**config.mk**
```make
export PLATFORM = sky130hd
export DESIGN_NAME = alert_status_ctrl
export DESIGN_NICKNAME = d
export VERILOG_FILES = /design/src/rtl/alert_status_pkg.sv /design/src/rtl/alert_status_dec.sv /design/src/rtl/alert_status_sync.sv /design/src/rtl/alert_status_dp.sv /design/src/rtl/alert_status_ctrl.sv
export SDC_FILE = /design/constraint.sdc
export NUM_CORES = 1
export LEC_CHECK = 0
export ABC_AREA = 1
export CAP_MARGIN = 20
export CORE_AREA = 2 2 70 72
export DETAILED_ROUTE_END_ITERATION = 10
export DIE_AREA = 0 0 72 74
export DONT_BUFFER_PORTS = 1
export RECOVER_POWER = 100
export SETUP_SLACK_MARGIN = 0.3
export SLEW_MARGIN = 30
export SYNTH_ARGS = -nofsm -noshare
export SYNTH_HDL_FRONTEND = slang
export SYNTH_SLANG_ARGS = --single-unit
```
**constraint.sdc**
```tcl
create_clock -name clk -period 1.7 [get_ports clk]
set_input_delay 0 -clock clk [delete_from_list [all_inputs] [get_ports clk]]
set_output_delay 0 -clock clk [all_outputs]
set_load 0.02 [all_outputs]
```
**src/rtl/alert_status_pkg.sv**
```systemverilog
package alert_status_pkg;
  localparam int REG_W = 8;
  localparam int ADDR_W = 8;

  localparam logic [ADDR_W-1:0] ADDR_ST1  = 8'h41;
  localparam logic [ADDR_W-1:0] ADDR_ST2  = 8'h42;
  localparam logic [ADDR_W-1:0] ADDR_MSK1 = 8'h74;
  localparam logic [ADDR_W-1:0] ADDR_MSK2 = 8'h75;
  localparam logic [ADDR_W-1:0] ADDR_CFG3 = 8'h78;
  localparam logic [ADDR_W-1:0] ADDR_CFG4 = 8'h7D;

  // implemented-bit patterns
  localparam logic [REG_W-1:0] ST1_IMPL  = 8'h75;
  localparam logic [REG_W-1:0] ST2_IMPL  = 8'hFE;
  localparam logic [REG_W-1:0] MSK1_IMPL = 8'hF5;
  localparam logic [REG_W-1:0] MSK2_IMPL = 8'hFE;
  localparam logic [REG_W-1:0] CFG3_IMPL = 8'h02;

  localparam int SUM_BIT      = 7;
  localparam int FAN4_BIT     = 5;
  localparam int THERM_EN_BIT = 1;

  typedef enum logic [1:0] {
    PIN_TACH  = 2'b00,
    PIN_THERM = 2'b01,
    PIN_ALERT = 2'b10,
    PIN_GPIO  = 2'b11
  } pinFunc_e;

  typedef enum logic [2:0] {
    RD_NONE, RD_ST1, RD_ST2, RD_MSK1, RD_MSK2, RD_CFG3, RD_CFG4
  } rdSel_e;

  typedef struct packed {
    logic   wrMsk1;
    logic   wrMsk2;
    logic   wrCfg3;
    logic   wrCfg4;
    logic   clrSt1;
    logic   clrSt2;
    rdSel_e rdSel;
  } regStb_t;
endpackage

```
**src/rtl/alert_status_dec.sv**
```systemverilog
module alert_status_dec
  import alert_status_pkg::*;
(
  input  logic [ADDR_W-1:0] regAddr,
  input  logic              regWr,
  input  logic              regRd,
  output regStb_t           stb
);
  always_comb begin
    stb = '0;
    stb.rdSel = RD_NONE;
    if (regWr) begin
      unique case (regAddr)
        ADDR_MSK1: stb.wrMsk1 = 1'b1;
        ADDR_MSK2: stb.wrMsk2 = 1'b1;
        ADDR_CFG3: stb.wrCfg3 = 1'b1;
        ADDR_CFG4: stb.wrCfg4 = 1'b1;
        default: ;
      endcase
    end
    if (regRd) begin
      unique case (regAddr)
        ADDR_ST1:  begin stb.rdSel = RD_ST1; stb.clrSt1 = 1'b1; end
        ADDR_ST2:  begin stb.rdSel = RD_ST2; stb.clrSt2 = 1'b1; end
        ADDR_MSK1: stb.rdSel = RD_MSK1;
        ADDR_MSK2: stb.rdSel = RD_MSK2;
        ADDR_CFG3: stb.rdSel = RD_CFG3;
        ADDR_CFG4: stb.rdSel = RD_CFG4;
        default:   stb.rdSel = RD_NONE;
      endcase
    end
  end
endmodule

```
**src/rtl/alert_status_sync.sv**
```systemverilog
module alert_status_sync #(
  parameter int   STAGES  = 2,
  parameter logic RST_VAL = 1'b1
) (
  input  logic clk,
  input  logic rstN,
  input  logic din,
  output logic dout
);
  logic [STAGES-1:0] chain;

  for (genvar i = 0; i < STAGES; i++) begin : g_stage
    if (i == 0) begin : g_first
      always_ff @(posedge clk or negedge rstN)
        if (!rstN) chain[i] <= RST_VAL;
        else       chain[i] <= din;
    end else begin : g_next
      always_ff @(posedge clk or negedge rstN)
        if (!rstN) chain[i] <= RST_VAL;
        else       chain[i] <= chain[i-1];
    end
  end

  assign dout = chain[STAGES-1];
endmodule

```
**src/rtl/alert_status_dp.sv**
```systemverilog
module alert_status_dp
  import alert_status_pkg::*;
(
  input  logic             clk,
  input  logic             rstN,
  input  regStb_t          stb,
  input  logic [REG_W-1:0] regWdata,
  input  logic [REG_W-1:0] faultA,
  input  logic [REG_W-1:0] faultB,
  input  logic             pinSync,
  output logic [REG_W-1:0] regRdata,
  output logic [REG_W-1:0] st1Q,
  output logic [REG_W-1:0] st2Q,
  output logic [REG_W-1:0] m1Q,
  output logic [REG_W-1:0] m2Q,
  output logic             pinOut,
  output logic             pinOe
);
  logic [REG_W-1:0] st1, st2, m1, m2, cfg3;
  pinFunc_e         func;
  logic             thermOn;
  logic [REG_W-1:0] srcA, srcB, st1View, rdNext;
  logic             alertReq;

  assign thermOn = (func == PIN_THERM) && cfg3[THERM_EN_BIT];
  assign srcA    = faultA & ST1_IMPL;

  always_comb begin
    srcB = faultB & ST2_IMPL;
    if (thermOn) srcB[FAN4_BIT] = ~pinSync;
  end

  // sticky status, a live fault survives a clearing read
  always_ff @(posedge clk or negedge rstN) begin
    if (!rstN) begin
      st1 <= '0;
      st2 <= '0;
    end else begin
      st1 <= srcA | (stb.clrSt1 ? '0 : st1);
      st2 <= srcB | (stb.clrSt2 ? '0 : st2);
    end
  end

  always_ff @(posedge clk or negedge rstN) begin
    if (!rstN) begin
      m1   <= '0;
      m2   <= '0;
      cfg3 <= '0;
      func <= PIN_TACH;
    end else begin
      if (stb.wrMsk1) m1   <= regWdata & MSK1_IMPL;
      if (stb.wrMsk2) m2   <= regWdata & MSK2_IMPL;
      if (stb.wrCfg3) cfg3 <= regWdata & CFG3_IMPL;
      if (stb.wrCfg4) func <= pinFunc_e'(regWdata[1:0]);
    end
  end

  always_comb begin
    st1View = st1;
    st1View[SUM_BIT] = |st2;
  end

  always_comb begin
    unique case (stb.rdSel)
      RD_ST1:  rdNext = st1View;
      RD_ST2:  rdNext = st2;
      RD_MSK1: rdNext = m1;
      RD_MSK2: rdNext = m2;
      RD_CFG3: rdNext = cfg3;
      RD_CFG4: rdNext = {6'b0, func};
      default: rdNext = '0;
    endcase
  end

  always_ff @(posedge clk or negedge rstN)
    if (!rstN) regRdata <= '0;
    else       regRdata <= rdNext;

  assign alertReq = (|(st1[SUM_BIT-1:0] & ~m1[SUM_BIT-1:0]))
                  | ((|(st2 & ~m2)) & ~m1[SUM_BIT]);

  assign pinOe  = (func == PIN_ALERT);
  assign pinOut = pinOe ? ~alertReq : 1'b1;

  assign st1Q = st1;
  assign st2Q = st2;
  assign m1Q  = m1;
  assign m2Q  = m2;
endmodule

```
**src/rtl/alert_status_ctrl.sv**
```systemverilog
module alert_status_ctrl
  import alert_status_pkg::*;
#(
  parameter int SYNC_STAGES = 2
) (
  input  logic              clk,
  input  logic              rstN,
  input  logic [REG_W-1:0]  faultA,
  input  logic [REG_W-1:0]  faultB,
  input  logic [ADDR_W-1:0] regAddr,
  input  logic              regWr,
  input  logic [REG_W-1:0]  regWdata,
  input  logic              regRd,
  output logic [REG_W-1:0]  regRdata,
  input  logic              pinIn,
  output logic              pinOut,
  output logic              pinOe
);
  regStb_t          stb;
  logic             pinSync;
  logic [REG_W-1:0] st1Q, st2Q, m1Q, m2Q;

  alert_status_dec u_dec (
    .regAddr(regAddr), .regWr(regWr), .regRd(regRd), .stb(stb)
  );

  alert_status_sync #(.STAGES(SYNC_STAGES), .RST_VAL(1'b1)) u_sync (
    .clk(clk), .rstN(rstN), .din(pinIn), .dout(pinSync)
  );

  alert_status_dp u_dp (
    .clk(clk), .rstN(rstN), .stb(stb), .regWdata(regWdata),
    .faultA(faultA), .faultB(faultB), .pinSync(pinSync),
    .regRdata(regRdata), .st1Q(st1Q), .st2Q(st2Q), .m1Q(m1Q), .m2Q(m2Q),
    .pinOut(pinOut), .pinOe(pinOe)
  );
endmodule

```
==> impl_metrics.tcl, run 1 <==
set metrics [dict create \
    r2r_slack_ns 0.72 \
    antenna_found_initial 0 \
    drv_slew 0 \
    min_period_ns 1.54 \
    finalSetupViolations 0 \
    final-seq-area_um2 953 \
    cts_setup_buffers 0 \
    cp_num_cells 5 \
    start_kind "flop" \
    rows 25 \
    multiInputGateArea_um2 751 \
    finalHoldViolCount 1 \
    finalSetupTns_ns 0 \
    clockBufferDepth 2 \
    clock_sinks 38 \
    cts_buffers 5 \
    synthesis.nets 232 \
    grt_overflow 0 \
    r2r_end "u_dp.regRdata[7]" \
    peakVddDrop_uv 424 \
    io_pins 47 \
    worstSkewPairLatency_ns 0.29 \
    synth_area_mm2 0.00185 \
    critical_path.max_fanout 2 \
    tightest_slew_ns 0.928 \
    first_pass_iters 4 \
    initial_core_util 0.403 \
    hp-class "input pin to flop" \
    postLayoutCellArea_mm2 0.00224 \
    yosysWarnings 0 \
    status "finished, violations left" \
    cp_slowest_cell "dfrtp_1" \
    clkTransAtPathRegs_ns 0.08 \
    drc_errors 0 \
    whs_path_depth 2 \
    crit_chain "inv_1 -> nor2_1 -> or3_4 -> o21ai_1 -> buf_6" \
    clock_skew_ns 0.00805 \
    num_antenna_cells 0 \
    gp_congestion 0.787 \
    first_iter_violations 54 \
    final.fill_count 447 \
    die_h_um 74 \
    hold_ws_ns -0.0886 \
    grt_pass1_wl_mm 7.03 \
    regToRegStartpoint "u_dp.st2Q[3]" \
    netlist_instances 195 \
    drt_wl_total_mm 4.18 \
    cp.required_ns 1.70 \
    grt_pass1_vias 1463 \
    drive_gt1_frac 0.156 \
    cellPowerDensity_mw_per_mm2 762 \
    postSynthAreaPerCell_um2 9.50 \
    startpoint "u_dp.st1Q[4]" \
    failed_checks "hold timing" \
    drtAntennaViolNets 0 \
    cts_tree "built" \
    viasPerCell 5.23 \
    cts_root_buf "clkbuf_8" \
    crit_type "flop to output port" \
    min_from "regWr" \
    coreArea_mm2 0.00460 \
    placed_area_mm2 0.00195 \
    nNetsFinal 267 \
    end_kind "output port" \
    die_x_um 72 \
    crit_path_max_incr_delay_ns 0.38 \
    num_vias 1490 \
    synthToLayoutAreaGrowth_pct 20.9 \
    seq_area_frac_synth 0.515 \
    grt.total_usage 0.176 \
    cp_num_buf_inv 2 \
    dieArea_mm2 0.00533 \
    h-tree-depth 2 \
    routedWlPerCell_um 14.7 \
    rsz0062_at_grt "yes" \
    synth.distinct_cells 23 \
    finalCritPeriodShare 0.905 \
    arrival_ns 1.54 \
    worst_r2r_path_depth 4 \
    port_buffers 0 \
    dpl.hpwl_mm 3.03 \
    maxSlewHeadroom 0.381 \
    p_leak_nw 1.14 \
    endpoint "pinOut" \
    fmax_mhz 650 \
    synth.ff_latch_count 38 \
    cp_top_family "simple AND/OR/NAND/NOR gates" \
    grt_max_degree 39 \
    drv_cap 0 \
]
==> through the flow <==
stage          worst slack [ns]  hold slack, ns  power [mW]  cells  utilization
6_report                  0.162         -0.0886        1.71    285        0.487
5_1_grt                  0.0687         -0.0878        1.78    285        0.487
4_1_cts                   0.194         0.00260        1.74    285        0.502
3_5_place_dp              0.435          -0.295        1.02    252        0.423
3_3_place_gp              0.420          -0.295        1.02    252        0.423
2_1_floorplan             0.408          -0.296        1.01    195            -
==> worst min path at each step <==
stage | slack [ns] | end
floorplan | -0.30 | u_dp.cfg3[1]
global placement | -0.29 | u_dp.regRdata[6]
detailed placement | -0.29 | u_dp.regRdata[6]
CTS | 0.003 | u_dp.regRdata[1]
global route | -0.09 | u_dp.cfg3[1]
finish | -0.09 | u_dp.cfg3[1]
==> cell families after synthesis <==
kind of cell | count (synthesis) | synth area share
flip-flops | 38 | 0.515
AO/OA/AOI/OAI | 27 | 0.0959
buffers and inverters | 28 | 0.0574
multiplexers | 12 | 0.0729
AND/OR/NAND/NOR | 90 | 0.259
==> report_power, final <==
| group | internal [mW] | total (mW) | switching, mW |
|---|---|---|---|
| sequential | 0.928 | 0.945 | 0.0172 |
| clock | 0.326 | 0.640 | 0.314 |
| combinational | 0.0641 | 0.122 | 0.0579 |
==> worst register-to-register path: cells and delay by family, from the launching register on <==
kind / cells / cell delay [ns]
AND/OR/NAND/NOR: 2 / 0.21
AO/OA/AOI/OAI: 1 / 0.15
buffers and inverters: 1 / 0.11
flip-flops: 1 / 0.39
==> synthesized netlist by cell type <==
cell type,number,share of area
o211ai_1,1,0.0041
buf_2,1,0.0027
nor2_2,1,0.0034
or3_1,1,0.0034
dfrtp_1,36,0.49
nor2_4,6,0.036
dfstp_2,2,0.028
o21bai_1,11,0.045
o21ai_0,5,0.014
nand2_4,1,0.0061
nand3_1,21,0.057
a21oi_1,3,0.0081
mux2_2,12,0.073
nand3_4,1,0.0095
o22ai_1,5,0.017
nand2_2,6,0.020
nor2_1,17,0.034
inv_1,27,0.055
o221ai_1,1,0.0047
o31ai_1,1,0.0041
nand3_2,2,0.011
nand2_1,27,0.055
nand4_1,7,0.024
==> layout make-up <==
cell class                      instances  share of cell area
Clock buffer                            6              0.0369
Clock inverter                          2             0.00559
Inverter                               27              0.0453
Multi-Input combinational cell        129               0.335
Sequential cell                        38               0.426
Tap cell                               54              0.0302
Timing Repair Buffer                   29               0.121
==> state kept, by name, summed over array words and instances (netlist names) <==
name,flops
u_sync.chain,1
u_dp.func,2
u_dp.m1Q,6
u_dp.st1Q,5
u_dp.m2Q,7
u_dp.cfg3,1
u_dp.st2Q,7
u_dp.regRdata,8
u_sync.dout,1
==> routing by layer <==
metal | up-vias | GRT usage | wire length (µm)
met1 | 722 | 0.240 | 1940
met5 | - | 0 | 0
met2 | 32 | 0.271 | 1950
met4 | 0 | 0.0650 | 85
li1 | 725 | - | -
met3 | 11 | 0.0488 | 208
==> placed cells by master (no fill, tap or decap), types with 2 or more instances in the layout <==
| cell | n |
|---|---|
| a21oi_1 | 3 |
| clkbuf_1 | 2 |
| clkbuf_8 | 6 |
| dfrtp_1 | 36 |
| dfstp_2 | 2 |
| dlygate4sd3_1 | 24 |
| inv_1 | 25 |
| inv_2 | 2 |
| mux2_2 | 11 |
| nand2_1 | 29 |
| nand2_2 | 4 |
| nand3_1 | 22 |
| nand4_1 | 7 |
| nor2_1 | 22 |
| o21ai_0 | 4 |
| o21bai_1 | 11 |
| o22ai_1 | 5 |
==> what timing repair did <==
action,in CTS,in global routing
gates resized for setup,3,4
endpoints found under the setup margin,1,1
hold buffers,25,0
pin swaps,0,1
endpoints found under the hold margin,70,0
Note: power is estimated with default switching activity, not from simulation.
==> inputs of run 2 (changes only) <==
- CORE_AREA: 2 2 70 72 -> 2 2 64 78
- DIE_AREA: 0 0 72 74 -> 0 0 66 80
==> run 2 against run 1 <==
  * The run still ends with hold timing left
  * Cell area grew 4.2%
  * Wire length grew 3.1%
  * Cell count grew 4.2%
  * Count of clock-buffer cells in the layout grew 1
  * Critical path type unchanged
==> impl_metrics.tcl, run 2 (synthesis results as in run 1) <==
set metrics [dict create \
    start_kind "flop" \
    pwr-share-clk 0.364 \
    grt_max_degree 39 \
    status "finished, violations left" \
    viasPerCell 5.06 \
    whs_path_depth 2 \
    final.fill_count 448 \
    min_period_ns 1.51 \
    cp_slowest_cell "dfrtp_1" \
    clkTransAtPathRegs_ns 0.08 \
    dpl_worst_slack_ns 0.494 \
    clock_sinks 38 \
    gp_congestion 0.814 \
    finalPower_mw 1.68 \
    cellPowerDensity_mw_per_mm2 720 \
    finalHoldViolCount 2 \
    cts_tree "built" \
    finalSetupViolations 0 \
    hp-class "input pin to flop" \
    finalCritPeriodShare 0.885 \
    grt_pass1_vias 1457 \
    swShare 0.236 \
    fmax_mhz 664 \
    crit_path_max_incr_delay_ns 0.40 \
    num_antenna_cells 0 \
    critical_path.max_fanout 2 \
    first_iter_violations 76 \
    cts_buffers 5 \
    first_pass_iters 4 \
    crit_chain "inv_1 -> nor2_2 -> or3_4 -> o21ai_4 -> buf_6" \
    final_common_cell "dfrtp_1" \
    rows 27 \
    antenna_found_initial 0 \
    peakVddDrop_uv 405 \
    p_sw_mw 0.396 \
    coreArea_mm2 0.00453 \
    finalSetupTns_ns 0 \
    tightest_slew_ns 0.919 \
    cp.required_ns 1.70 \
    placed_area_mm2 0.00194 \
    cp_num_cells 5 \
    worst_r2r_path_depth 9 \
    timing.final.ws_setup_ns 0.195 \
    grt_overflow 0 \
    seq_power_share 0.563 \
    drv_cap 0 \
    h-tree-depth 2 \
    hold_ws_ns -0.0905 \
    die_x_um 66 \
    num_vias 1503 \
    failed_checks "hold timing" \
    dieArea_mm2 0.00528 \
    dpl.hpwl_mm 2.99 \
    dp_cells 255 \
    port_buffers 0 \
    synthToLayoutAreaGrowth_pct 25.9 \
    io_pins 47 \
    initial_core_util 0.409 \
    postLayoutCellArea_mm2 0.00233 \
    regMostFlops "u_dp.regRdata" \
    cp_top_family "simple AND/OR/NAND/NOR gates" \
    cts_root_buf "clkbuf_8" \
    cp_num_buf_inv 2 \
    internal_power_mw 1.28 \
    worstSkewPairLatency_ns 0.30 \
    clockBufferDepth 2 \
    drtAntennaViolNets 0 \
    layout.cells.most_common_list "dfrtp_1, nand2_1, inv_1" \
    p_leak_nw 1.17 \
    drv_slew 0 \
    crit_type "flop to output port" \
    arrival_ns 1.51 \
    grt_pass1_wl_mm 6.96 \
    clock_skew_ns 0.00666 \
    stdcell_count 297 \
    end_kind "output port" \
    routedWlPerCell_um 14.5 \
    largest_register_ff_count 8 \
    nNetsFinal 275 \
    r2r_slack_ns 0.33 \
    combPwrFrac 0.073 \
    grt.total_usage 0.177 \
    die_h_um 80 \
    drc_errors 0 \
    drive_gt1_frac 0.192 \
    drt_wl_total_mm 4.31 \
    rsz0062_at_grt "yes" \
    maxSlewHeadroom 0.387 \
]
## run 2: stage by stage
step	hold WS (ns)	utilization
global route	-0.0801	0.515
finish	-0.0905	0.515
global placement	-0.295	0.429
CTS	0.00254	0.520
floorplan	-0.296	-
detailed placement	-0.295	0.429
## run 2: final timing paths
check / end / startpoint
setup reg to reg: u_dp.st1Q[4] / u_dp.st1Q[4]
min in group asynchronous: u_dp.m1Q[0] / rstN
hold / removal: u_dp.cfg3[1] / regWr
hold reg to reg: u_sync.dout / u_sync.chain[0]
max in group asynchronous: u_dp.regRdata[1] / rstN
setup / recovery: pinOut / u_dp.st1Q[4]
## run 2: layer usage
layer | vias to the layer above | wire (µm) | GRT usage
met3 | 8 | 241 | 0.0353
li1 | 733 | - | -
met2 | 44 | 2120 | 0.288
met4 | 0 | 87 | 0.0612
met5 | - | 0 | 0
met1 | 718 | 1850 | 0.234
## run 2: layout make-up
type                    count  area [µm²]  area share
clock inverters             1        7.51     0.00322
flip-flops and latches     38         953       0.409
inverters                  27         101      0.0434
multi-input cells         129         768       0.329
well taps                  58        72.6      0.0311
repair buffers             37         354       0.152
clock buffers               7        76.3      0.0327
## run 2: power groups by stage
stage / Combinational (mW) / Sequential (mW) / Clock, mW
after floorplan: 0.0515 / 0.957 / 0
after global placement: 0.0582 / 0.962 / 0
after detailed placement: 0.0592 / 0.962 / 0
after CTS: 0.133 / 0.944 / 0.622
after global routing: 0.138 / 0.948 / 0.656
final: 0.123 / 0.945 / 0.611
## run 2: what timing repair did
action,in CTS,in global routing
hold endpoints to repair,70,0
endpoints found under the setup margin,1,2
pin swaps,1,3
gates resized for setup,6,11
setup buffers,8,1
hold buffers,25,0
